--- src/rtl/gpio_port_pkg.sv ---
`timescale 1ns/1ps
package gpio_port_pkg;
  localparam int unsigned ADDR_W = 6;

  localparam logic [ADDR_W-1:0] OFS_DIR    = 6'h00;
  localparam logic [ADDR_W-1:0] OFS_TYPE   = 6'h04;
  localparam logic [ADDR_W-1:0] OFS_PULL   = 6'h0C;
  localparam logic [ADDR_W-1:0] OFS_IN     = 6'h10;
  localparam logic [ADDR_W-1:0] OFS_OUT    = 6'h14;
  localparam logic [ADDR_W-1:0] OFS_SETCLR = 6'h18;
  localparam logic [ADDR_W-1:0] OFS_CLR    = 6'h28;

  localparam logic [1:0] DIR_OUT = 2'b01;
  localparam logic [1:0] PULL_UP = 2'b01;

  function automatic logic [31:0] dir_reset(input int unsigned idx);
    case (idx)
      0:       return 32'hABFF_FFFF;
      1:       return 32'hFFFF_FEBF;
      7:       return 32'h0000_000F;
      default: return 32'hFFFF_FFFF;
    endcase
  endfunction

  function automatic logic [31:0] pull_reset(input int unsigned idx);
    case (idx)
      0:       return 32'h6400_0000;
      1:       return 32'h0000_0100;
      default: return 32'h0000_0000;
    endcase
  endfunction
endpackage

--- src/rtl/gpio_port_cfg.sv ---
`timescale 1ns/1ps
module gpio_port_cfg
  import gpio_port_pkg::*;
#(
  parameter int unsigned NPINS    = 16,
  parameter int unsigned PORT_IDX = 0
) (
  input  logic                clk,
  input  logic                rst_n,
  input  logic                bus_wr,
  input  logic [ADDR_W-1:0]   bus_addr,
  input  logic [31:0]         bus_wdata,
  output logic [2*NPINS-1:0]  dir_q,
  output logic [NPINS-1:0]    type_q,
  output logic [2*NPINS-1:0]  pull_q,
  output logic [NPINS-1:0]    out_q
);
  localparam int unsigned FW = 2 * NPINS;
  localparam logic [31:0] DIR_RST32  = dir_reset(PORT_IDX);
  localparam logic [31:0] PULL_RST32 = pull_reset(PORT_IDX);

  logic dir_en, type_en, pull_en, out_en;
  logic [NPINS-1:0] out_d;

  always_comb begin
    dir_en  = bus_wr && (bus_addr == OFS_DIR);
    type_en = bus_wr && (bus_addr == OFS_TYPE);
    pull_en = bus_wr && (bus_addr == OFS_PULL);
    out_en  = bus_wr && ((bus_addr == OFS_OUT) || (bus_addr == OFS_SETCLR) ||
                         (bus_addr == OFS_CLR));
    out_d   = out_q;
    case (bus_addr)
      OFS_OUT:    out_d = bus_wdata[NPINS-1:0];
      OFS_SETCLR: out_d = (out_q & ~bus_wdata[16 +: NPINS]) | bus_wdata[NPINS-1:0];
      OFS_CLR:    out_d = out_q & ~bus_wdata[NPINS-1:0];
      default:    out_d = out_q;
    endcase
  end

  always_ff @(posedge clk or negedge rst_n) begin
    if (!rst_n) begin
      dir_q  <= DIR_RST32[FW-1:0];
      type_q <= '0;
      pull_q <= PULL_RST32[FW-1:0];
      out_q  <= '0;
    end else begin
      if (dir_en)  dir_q  <= bus_wdata[FW-1:0];
      if (type_en) type_q <= bus_wdata[NPINS-1:0];
      if (pull_en) pull_q <= bus_wdata[FW-1:0];
      if (out_en)  out_q  <= out_d;
    end
  end

  // every set bit of a set/clear write ends up 1, even with its clear bit
  assert_set_wins_R3: assert property (@(posedge clk) disable iff (!rst_n)
    (bus_wr && bus_addr == OFS_SETCLR) |=>
      ((out_q & $past(bus_wdata[NPINS-1:0])) == $past(bus_wdata[NPINS-1:0])));

  // clear-only write clears its ones and keeps every other bit
  assert_clear_only_R4: assert property (@(posedge clk) disable iff (!rst_n)
    (bus_wr && bus_addr == OFS_CLR) |=>
      (((out_q & $past(bus_wdata[NPINS-1:0])) == '0) &&
       ((out_q & ~$past(bus_wdata[NPINS-1:0])) ==
        ($past(out_q) & ~$past(bus_wdata[NPINS-1:0])))));

  // a write to the input word changes no configuration
  assert_input_ro_R11: assert property (@(posedge clk) disable iff (!rst_n)
    (bus_wr && bus_addr == OFS_IN) |=>
      ($stable(dir_q) && $stable(type_q) && $stable(pull_q) && $stable(out_q)));
endmodule

--- src/rtl/gpio_port_pin.sv ---
`timescale 1ns/1ps
module gpio_port_pin
  import gpio_port_pkg::*;
(
  input  logic       clk,
  input  logic       rst_n,
  input  logic [1:0] dir,
  input  logic       odrain,
  input  logic [1:0] pull,
  input  logic       out_bit,
  input  logic       drv_stb,
  input  logic       drv_lvl,
  input  logic       drv_rel,
  output logic       level,
  output logic       floating
);
  logic is_out;
  logic accept_new, accept_held;
  logic float_d, ext_q, ext_en;
  logic float_lvl;

  // Next state of the connection tracker
  always_comb begin
    is_out      = (dir == DIR_OUT);
    accept_new  = !is_out || (odrain && out_bit && !drv_lvl);
    accept_held = !is_out || (odrain && out_bit && !ext_q);
    ext_en      = drv_stb && !drv_rel && accept_new;
    float_d     = floating;
    if (drv_rel)          float_d = 1'b1;
    else if (drv_stb)     float_d = !accept_new;
    else if (!accept_held) float_d = 1'b1;
  end

  always_ff @(posedge clk or negedge rst_n) begin
    if (!rst_n) begin
      floating <= 1'b1;
      ext_q    <= 1'b0;
    end else begin
      floating <= float_d;
      if (ext_en) ext_q <= drv_lvl;
    end
  end

  // Level resolution from registered state
  always_comb begin
    float_lvl = (pull == PULL_UP);
    if (is_out) begin
      if (!odrain)                 level = out_bit;
      else if (!out_bit)           level = 1'b0;
      else if (!floating && !ext_q) level = 1'b0;
      else                          level = float_lvl;
    end else begin
      level = floating ? float_lvl : ext_q;
    end
  end

  // push-pull output is undriven on the next edge
  assert_pushpull_float_R6: assert property (@(posedge clk) disable iff (!rst_n)
    (is_out && !odrain) |=> floating);

  // open-drain output holding 0 is undriven on the next edge
  assert_odrain_low_float_R7: assert property (@(posedge clk) disable iff (!rst_n)
    (is_out && odrain && !out_bit) |=> floating);

  // release always marks the pin undriven
  assert_release_float_R9: assert property (@(posedge clk) disable iff (!rst_n)
    drv_rel |=> floating);

  // a drive on an input pin is accepted
  assert_input_accept_R8: assert property (@(posedge clk) disable iff (!rst_n)
    (!is_out && drv_stb && !drv_rel) |=> (!floating && level == $past(drv_lvl)) or
                                         (!floating && $changed(dir)));
endmodule

--- src/rtl/gpio_port.sv ---
`timescale 1ns/1ps
module gpio_port
  import gpio_port_pkg::*;
#(
  parameter int unsigned NPINS    = 16,
  parameter int unsigned PORT_IDX = 0
) (
  input  logic              clk,
  input  logic              rst_n,
  input  logic              bus_wr,
  input  logic [ADDR_W-1:0] bus_addr,
  input  logic [31:0]       bus_wdata,
  output logic [31:0]       bus_rdata,
  input  logic [NPINS-1:0]  ext_strobe,
  input  logic [NPINS-1:0]  ext_level,
  input  logic [NPINS-1:0]  ext_release,
  output logic [NPINS-1:0]  pin_level,
  output logic [NPINS-1:0]  float_mask
);
  localparam int unsigned FW = 2 * NPINS;

  logic [FW-1:0]    dir_q, pull_q;
  logic [NPINS-1:0] type_q, out_q;

  gpio_port_cfg #(.NPINS(NPINS), .PORT_IDX(PORT_IDX)) u_cfg (
    .clk(clk), .rst_n(rst_n), .bus_wr(bus_wr), .bus_addr(bus_addr),
    .bus_wdata(bus_wdata), .dir_q(dir_q), .type_q(type_q),
    .pull_q(pull_q), .out_q(out_q)
  );

  for (genvar p = 0; p < NPINS; p++) begin : g_pin
    gpio_port_pin u_pin (
      .clk(clk), .rst_n(rst_n),
      .dir(dir_q[2*p +: 2]), .odrain(type_q[p]), .pull(pull_q[2*p +: 2]),
      .out_bit(out_q[p]), .drv_stb(ext_strobe[p]), .drv_lvl(ext_level[p]),
      .drv_rel(ext_release[p]), .level(pin_level[p]), .floating(float_mask[p])
    );
  end

  always_comb begin
    bus_rdata = '0;
    case (bus_addr)
      OFS_DIR:  bus_rdata[FW-1:0]    = dir_q;
      OFS_TYPE: bus_rdata[NPINS-1:0] = type_q;
      OFS_PULL: bus_rdata[FW-1:0]    = pull_q;
      OFS_IN:   bus_rdata[NPINS-1:0] = pin_level;
      OFS_OUT:  bus_rdata[NPINS-1:0] = out_q;
      default:  bus_rdata = '0;
    endcase
  end
endmodule

--- config.mk ---
export PLATFORM = sky130hd
export DESIGN_NAME = gpio_port
export DESIGN_NICKNAME = d
export VERILOG_FILES = /design/src/rtl/gpio_port_pkg.sv /design/src/rtl/gpio_port_cfg.sv /design/src/rtl/gpio_port_pin.sv /design/src/rtl/gpio_port.sv
export SDC_FILE = /design/constraint.sdc
export NUM_CORES = 1
export LEC_CHECK = 0
export BUFFER_PORTS_ARGS = -buffer_cell sky130_fd_sc_hd__buf_4
export CORE_ASPECT_RATIO = 1.4
export CORE_MARGIN = 2
export CORE_UTILIZATION = 40
export DETAILED_ROUTE_END_ITERATION = 6
export PLACE_DENSITY_LB_ADDON = 0.3
export REMOVE_ABC_BUFFERS = 1
export SLEW_MARGIN = 25
export SYNTH_ARGS = -nofsm -noshare
export SYNTH_HDL_FRONTEND = slang
export SYNTH_SLANG_ARGS = --single-unit
--- constraint.sdc ---
create_clock -name clk -period 4 [get_ports clk]
set_input_delay 0.4 -clock clk [delete_from_list [all_inputs] [get_ports clk]]
set_output_delay 0.4 -clock clk [all_outputs]
set_load 0.05 [all_outputs]
### Yosys cells after proc, flatten, opt, wreduce, memory -nomap -nowiden

Index checks and enable logic that the tools add are counted.

* word-level logic and storage cells: 459
* bits of input ports: 89
* flip-flop bits (word level): 128

* reduce and logical (&&, ||, !) cells: 233
* equality and inequality tests: 54
* bitwise gates (word level): 5
* multiplexer cells: 131

Operator list (count)
* $mux W1: 128
* $logic_and A1 B1 Y1: 100
* $logic_not A1 Y1: 96
* $pmux W16 S5: 1
* $eq A2 B1 Y1 const B: 32
* $ne A3 B3 Y1 const B: 16
* $pmux W16 S3: 1
* $logic_or A1 B1 Y1: 34
* $and A16 B16 Y16: 2
* $not A16 Y16: 2
* $pmux W16 S2: 1
* $eq A6 B5 Y1 const B: 3
* $or A16 B16 Y16: 1
* $eq A6 B3 Y1 const B: 1
* $eq A6 B4 Y1 const B: 1
* $eq A6 B6 Y1 const B: 1
* $logic_not A6 Y1: 1
* $reduce_bool A3 Y1: 1
* $reduce_and A2 Y1: 1

### Longest topological paths before layout

* word-level depth: 7
* depth in mapped cells: 6

### Modules after synthesis

From an unflattened synthesis, not the netlist that was laid out.

* cells, all modules: 674
* area, all modules: 7531.0 um^2

By module, submodules not included
* gpio_port_cfg: times used 1, cells each 252, seq. area each 2442.3 um^2, area an instance 3886.2 um^2
* gpio_port_pin: times used 16, cells each 19, seq. area each 51.3 um^2, area an instance 171.4 um^2
* gpio_port: times used 1, cells each 118, seq. area each 0.0 um^2, area an instance 902.1 um^2

### Worst setup path before layout

OpenSTA, ideal clock, no wires.

* kind: input -> output
* start point: in bus_addr[1]
* end point: out bus_rdata[10]
* arrival: 1930 ps
* stages: 4
* buffers on the path: 1
* setup slack: 1670 ps
* cells stage by stage: or3_4 -> nor3_2 -> clkbuf_1 -> a221o_1

* word-level cells in the longest chain between the ends: 2
* elaborated cells between the ends (all ways): 6
* those cells by class: eq/ne: 4; mux: 1; reduce/logical: 1

Ends and longest elaborated chain
* start: declaration: line gpio_port.sv:11 `input logic [ADDR_W-1:0] bus_addr,`
* $eq A6 B5 Y1, or another cell as far along: line gpio_port.sv:42 `case (bus_addr)`
* $pmux W16 S5 *: line gpio_port.sv:42
* end: declaration: line gpio_port.sv:13 `output logic [31:0] bus_rdata,`

Mark *: on every way between the ends. The rest lies on a longest branch, timed or not.

### Worst setup path in the final report

* start point: reg u_cfg.dir_q[4]
* end point: out bus_rdata[2]

* word-level cells in the longest chain between the ends: 3

Ends and longest elaborated chain
* start: declaration: line gpio_port_cfg.sv:13 `output logic [2*NPINS-1:0] dir_q,`
* start signal: assignment: line gpio_port_cfg.sv:42 `dir_q <= DIR_RST32[FW-1:0];`
* start signal: assignment: line gpio_port_cfg.sv:47 `if (dir_en) dir_q <= bus_wdata[FW-1:0];`
* $eq A2 B1 Y1: line gpio_port_pin.sv:24 `is_out = (dir == DIR_OUT);`
* $mux W1: line gpio_port_pin.sv:47 `if (is_out) begin`
* $pmux W16 S5: line gpio_port.sv:42

No other way between the ends.

==> results.cfg <==
[setup_path]
setup.worst_path.start = u_cfg.dir_q[4]$_DFFE_PN1P_
critical_path_required_ns = 3.60
rr_startpoint = u_cfg.dir_q[6]$_DFFE_PN1P_
rrSetupSlack_ns = 2.35
worst-path-max-fanout = 5
cp.arrival_ns = 2.54
setup.worst_path.start_class = flop
type_of_the_worst_setup_path = flop to output port
crit_path_end_kind = output port

[clock_tree]
tritoncts_clock_tree = yes
cts_bufs_inserted = 17
cts_hold_buffers = 0
tritoncts_num_sinks = 128
clock_tree.buffer_depth = 2
postCtsSetupRepairBufs = 0
post_cts_resized = 0
clock_insertion_delay_worst_skew_ns = 0.42
worst_setup_hold_path_clk_slew_ns = 0.06
cts_root_buf = sky130_fd_sc_hd__clkbuf_16
cts_htree_levels = 4

[timing]
clock_skew_ns = 0.0118
report.final.slew_viol_count = 0
final-setup-viol-count = 0
report.final.hold_viol_count = 0
finalSetupTns_ns = 0
layout_min_cycle_time_ns = 2.94
timing.max_slew.rel_slack_pct = 34.1
fmaxAchievable_ghz = 0.340
layout_setup_ws_ns = 1.06
worst-slew-pin-transition_ns = 0.985
finalCritPeriodShare_pct = 73.5
unrepaired_setup_endpoints_after_global_routing = false

[yosys]
synth_top_cells_by_count = sky130_fd_sc_hd__dfrtp_1 (80), sky130_fd_sc_hd__mux2_2 (54), sky130_fd_sc_hd__dfstp_2 (48)
synth_top_cells_by_area = sky130_fd_sc_hd__dfrtp_1 (29%), sky130_fd_sc_hd__dfstp_2 (18%), sky130_fd_sc_hd__mux2_2 (8.7%), sky130_fd_sc_hd__mux2_1 (6.8%), sky130_fd_sc_hd__a221o_1 (4.6%)
synthesis.area_um2 = 7010
synthesis.area_per_instance_um2 = 11.3
synth_cells = 622
synth.lib_cells_used.distinct = 36
post_synthesis_sequential_area_ratio_pct = 46.6
netlist.area_leader.share_pct = 28.6
dominantRegCellSynth = sky130_fd_sc_hd__dfrtp_1
yosys.area.top_type = sky130_fd_sc_hd__dfrtp_1
synth-edff-count = 0
yosys_warnings = 0
fraction_of_registers_with_async_set_or_reset_after_synthesis_pct = 100
post-synth-top-count-cell = sky130_fd_sc_hd__dfrtp_1
synth-seq-cells = 128

[pwr]
power.combinational.fraction_pct = 21.3
power_leakage_uw = 0.00401
clkPwrFrac_pct = 38.2
worst_ir_drop_vdd_uv = 225
netSwitchingFraction_pct = 30.1
total_switching_power_uw = 1290
internal_power_of_the_cells_uw = 2990
seq_power_share_pct = 40.4
power-per-cell-area_nw_per_um2 = 484

[drt]
drt_pre_antenna_iters = 6
final_ant_viol_nets = 0
drt_drc_violations_left = 0
drt_iter0_drc = 254
wire_length_per_cell_um = 20.6
vias = 5767
post_detailed_route_via_to_cell_ratio = 5.78
detail_route.wirelength_mm = 20.6

[floorplan]
placeableCoreArea_um2 = 17300
io-pin-count = 153
die_w_um = 116
design.die.area_um2 = 18600
row_count = 57
die-height_um = 161
initial_cell_density_of_the_core_pct = 40.6

[layout]
area_delta_synth_final_pct = 26.0
final.fill_count = 1603
fraction_of_final_layout_cells_with_drive_strength_greater_than_1_pct = 40.0
finish.net_count = 838
insertedDiodeCount = 0
layout.core_utilization_pct = 51.1

[place]
gp_congestion = 0.781
port-buffer-count = 152
hpwl_mm = 14.5
pre_cts_ws_ns = 1.36

[grt]
via_count_of_the_first_global_routing_pass = 6157
grt_max_degree = 67
globalRouteTotalUtil_pct = 22.8
grt_antenna_before_repair = 0
grt_pass1_wl_mm = 32.1
grt_overflow_total = 0

[run_status]
run_status = completed

[flow_run]
max-cap-violations = 0

[worst_hold_path]
hold_path_class = input port to asynchronous set/reset pin
==> flip-flops by register name, indices dropped and copies added (netlist names) <==
signal,flops
u_cfg.type_q,16
u_cfg.dir_q,32
g_pin.u_pin.ext_q,16
g_pin.u_pin.floating,16
u_cfg.pull_q,32
u_cfg.out_q,16
==> cells in the final DEF (no fill, tap or decap), drive strengths merged, types with 6 or more instances in the layout <==
cell type,n
nor2,17
a21oi,17
o22ai,16
nor3,21
o21ai,45
mux2,96
inv,14
and3b,16
nand2b,6
mux2i,16
nand2,23
and3,17
o2bb2ai,16
a211oi,13
a221o,32
dfrtp,80
a22o,16
a221oi,13
nor2b,29
clkbuf,21
dfstp,48
buf,164
==> final timing paths <==
| check | end | cells past startpoint |
|---|---|---|
| hold / removal | g_pin[5].u_pin.ext_q$_DFFE_PN0P_ | 1 |
| setup reg to reg | g_pin[3].u_pin.ext_q$_DFFE_PN0P_ | 4 |
| hold reg to reg | u_cfg.pull_q[16]$_DFFE_PN0P_ | 1 |
| setup / recovery | bus_rdata[2] | 5 |
| max in group asynchronous | g_pin[10].u_pin.floating$_DFFE_PN1P_ | 2 |
| min in group clk | g_pin[0].u_pin.ext_q$_DFFE_PN0P_ | 2 |
==> power groups by stage <==
| stage | Sequential (uW) | Clock, uW | Combinational (uW) |
|---|---|---|---|
| CTS | 1730 | 1660 | 916 |
| detailed placement | 1740 | 0 | 913 |
| global route | 1760 | 1720 | 984 |
| floorplan | 1720 | 0 | 561 |
| finish | 1730 | 1640 | 911 |
| global placement | 1730 | 0 | 884 |
==> metrics by stage <==
stage | area [um^2] | cells | hold slack (ns) | total power [uW]
final | 8820 | 998 | 0.0600 | 4270
after global routing | 8820 | 998 | 0.136 | 4470
after CTS | 8820 | 998 | 0.107 | 4310
after detailed placement | 8190 | 966 | 0.502 | 2660
after global placement | 8190 | 966 | 0.492 | 2620
after floorplan | 6650 | 566 | 0.104 | 2280
==> layout make-up <==
class | count | area (um^2) | share of cell area, %
multi-input combinational | 424 | 3360 | 38.1
inverter | 14 | 52.6 | 0.596
tap | 236 | 295 | 3.35
clock inverter | 11 | 163 | 1.84
sequential | 128 | 3260 | 37.0
clock buffer | 21 | 460 | 5.22
timing repair buffer | 164 | 1230 | 14.0
==> metal layers <==
metal,vias up,track usage (%),wire length (um)
li1,2598,-,-
met1,2951,27.2,8200
met2,173,38.6,10700
met3,45,5.06,943
met4,0,10.8,738
met5,-,0,0
==> worst max-delay path, cell delays in order, from the launching register on <==
cell,delay (ns)
sky130_fd_sc_hd__dfstp_2,0.53
sky130_fd_sc_hd__nor2b_1,0.30
sky130_fd_sc_hd__nor2_1,0.09
sky130_fd_sc_hd__a221oi_1,0.74
sky130_fd_sc_hd__a221o_1,0.27
sky130_fd_sc_hd__buf_4,0.20
==> cells by family after synthesis <==
logic type / after synthesis / synth area share, %
AOI/OAI and AO/OA: 178 / 18.6
and+or+nand+nor: 133 / 11.2
DFF: 128 / 46.6
muxes: 112 / 17.7
buffers and inverters: 70 / 5.77
xor gates and xnor gates: 1 / 0.125
Power figures use the tool's default switching activity.
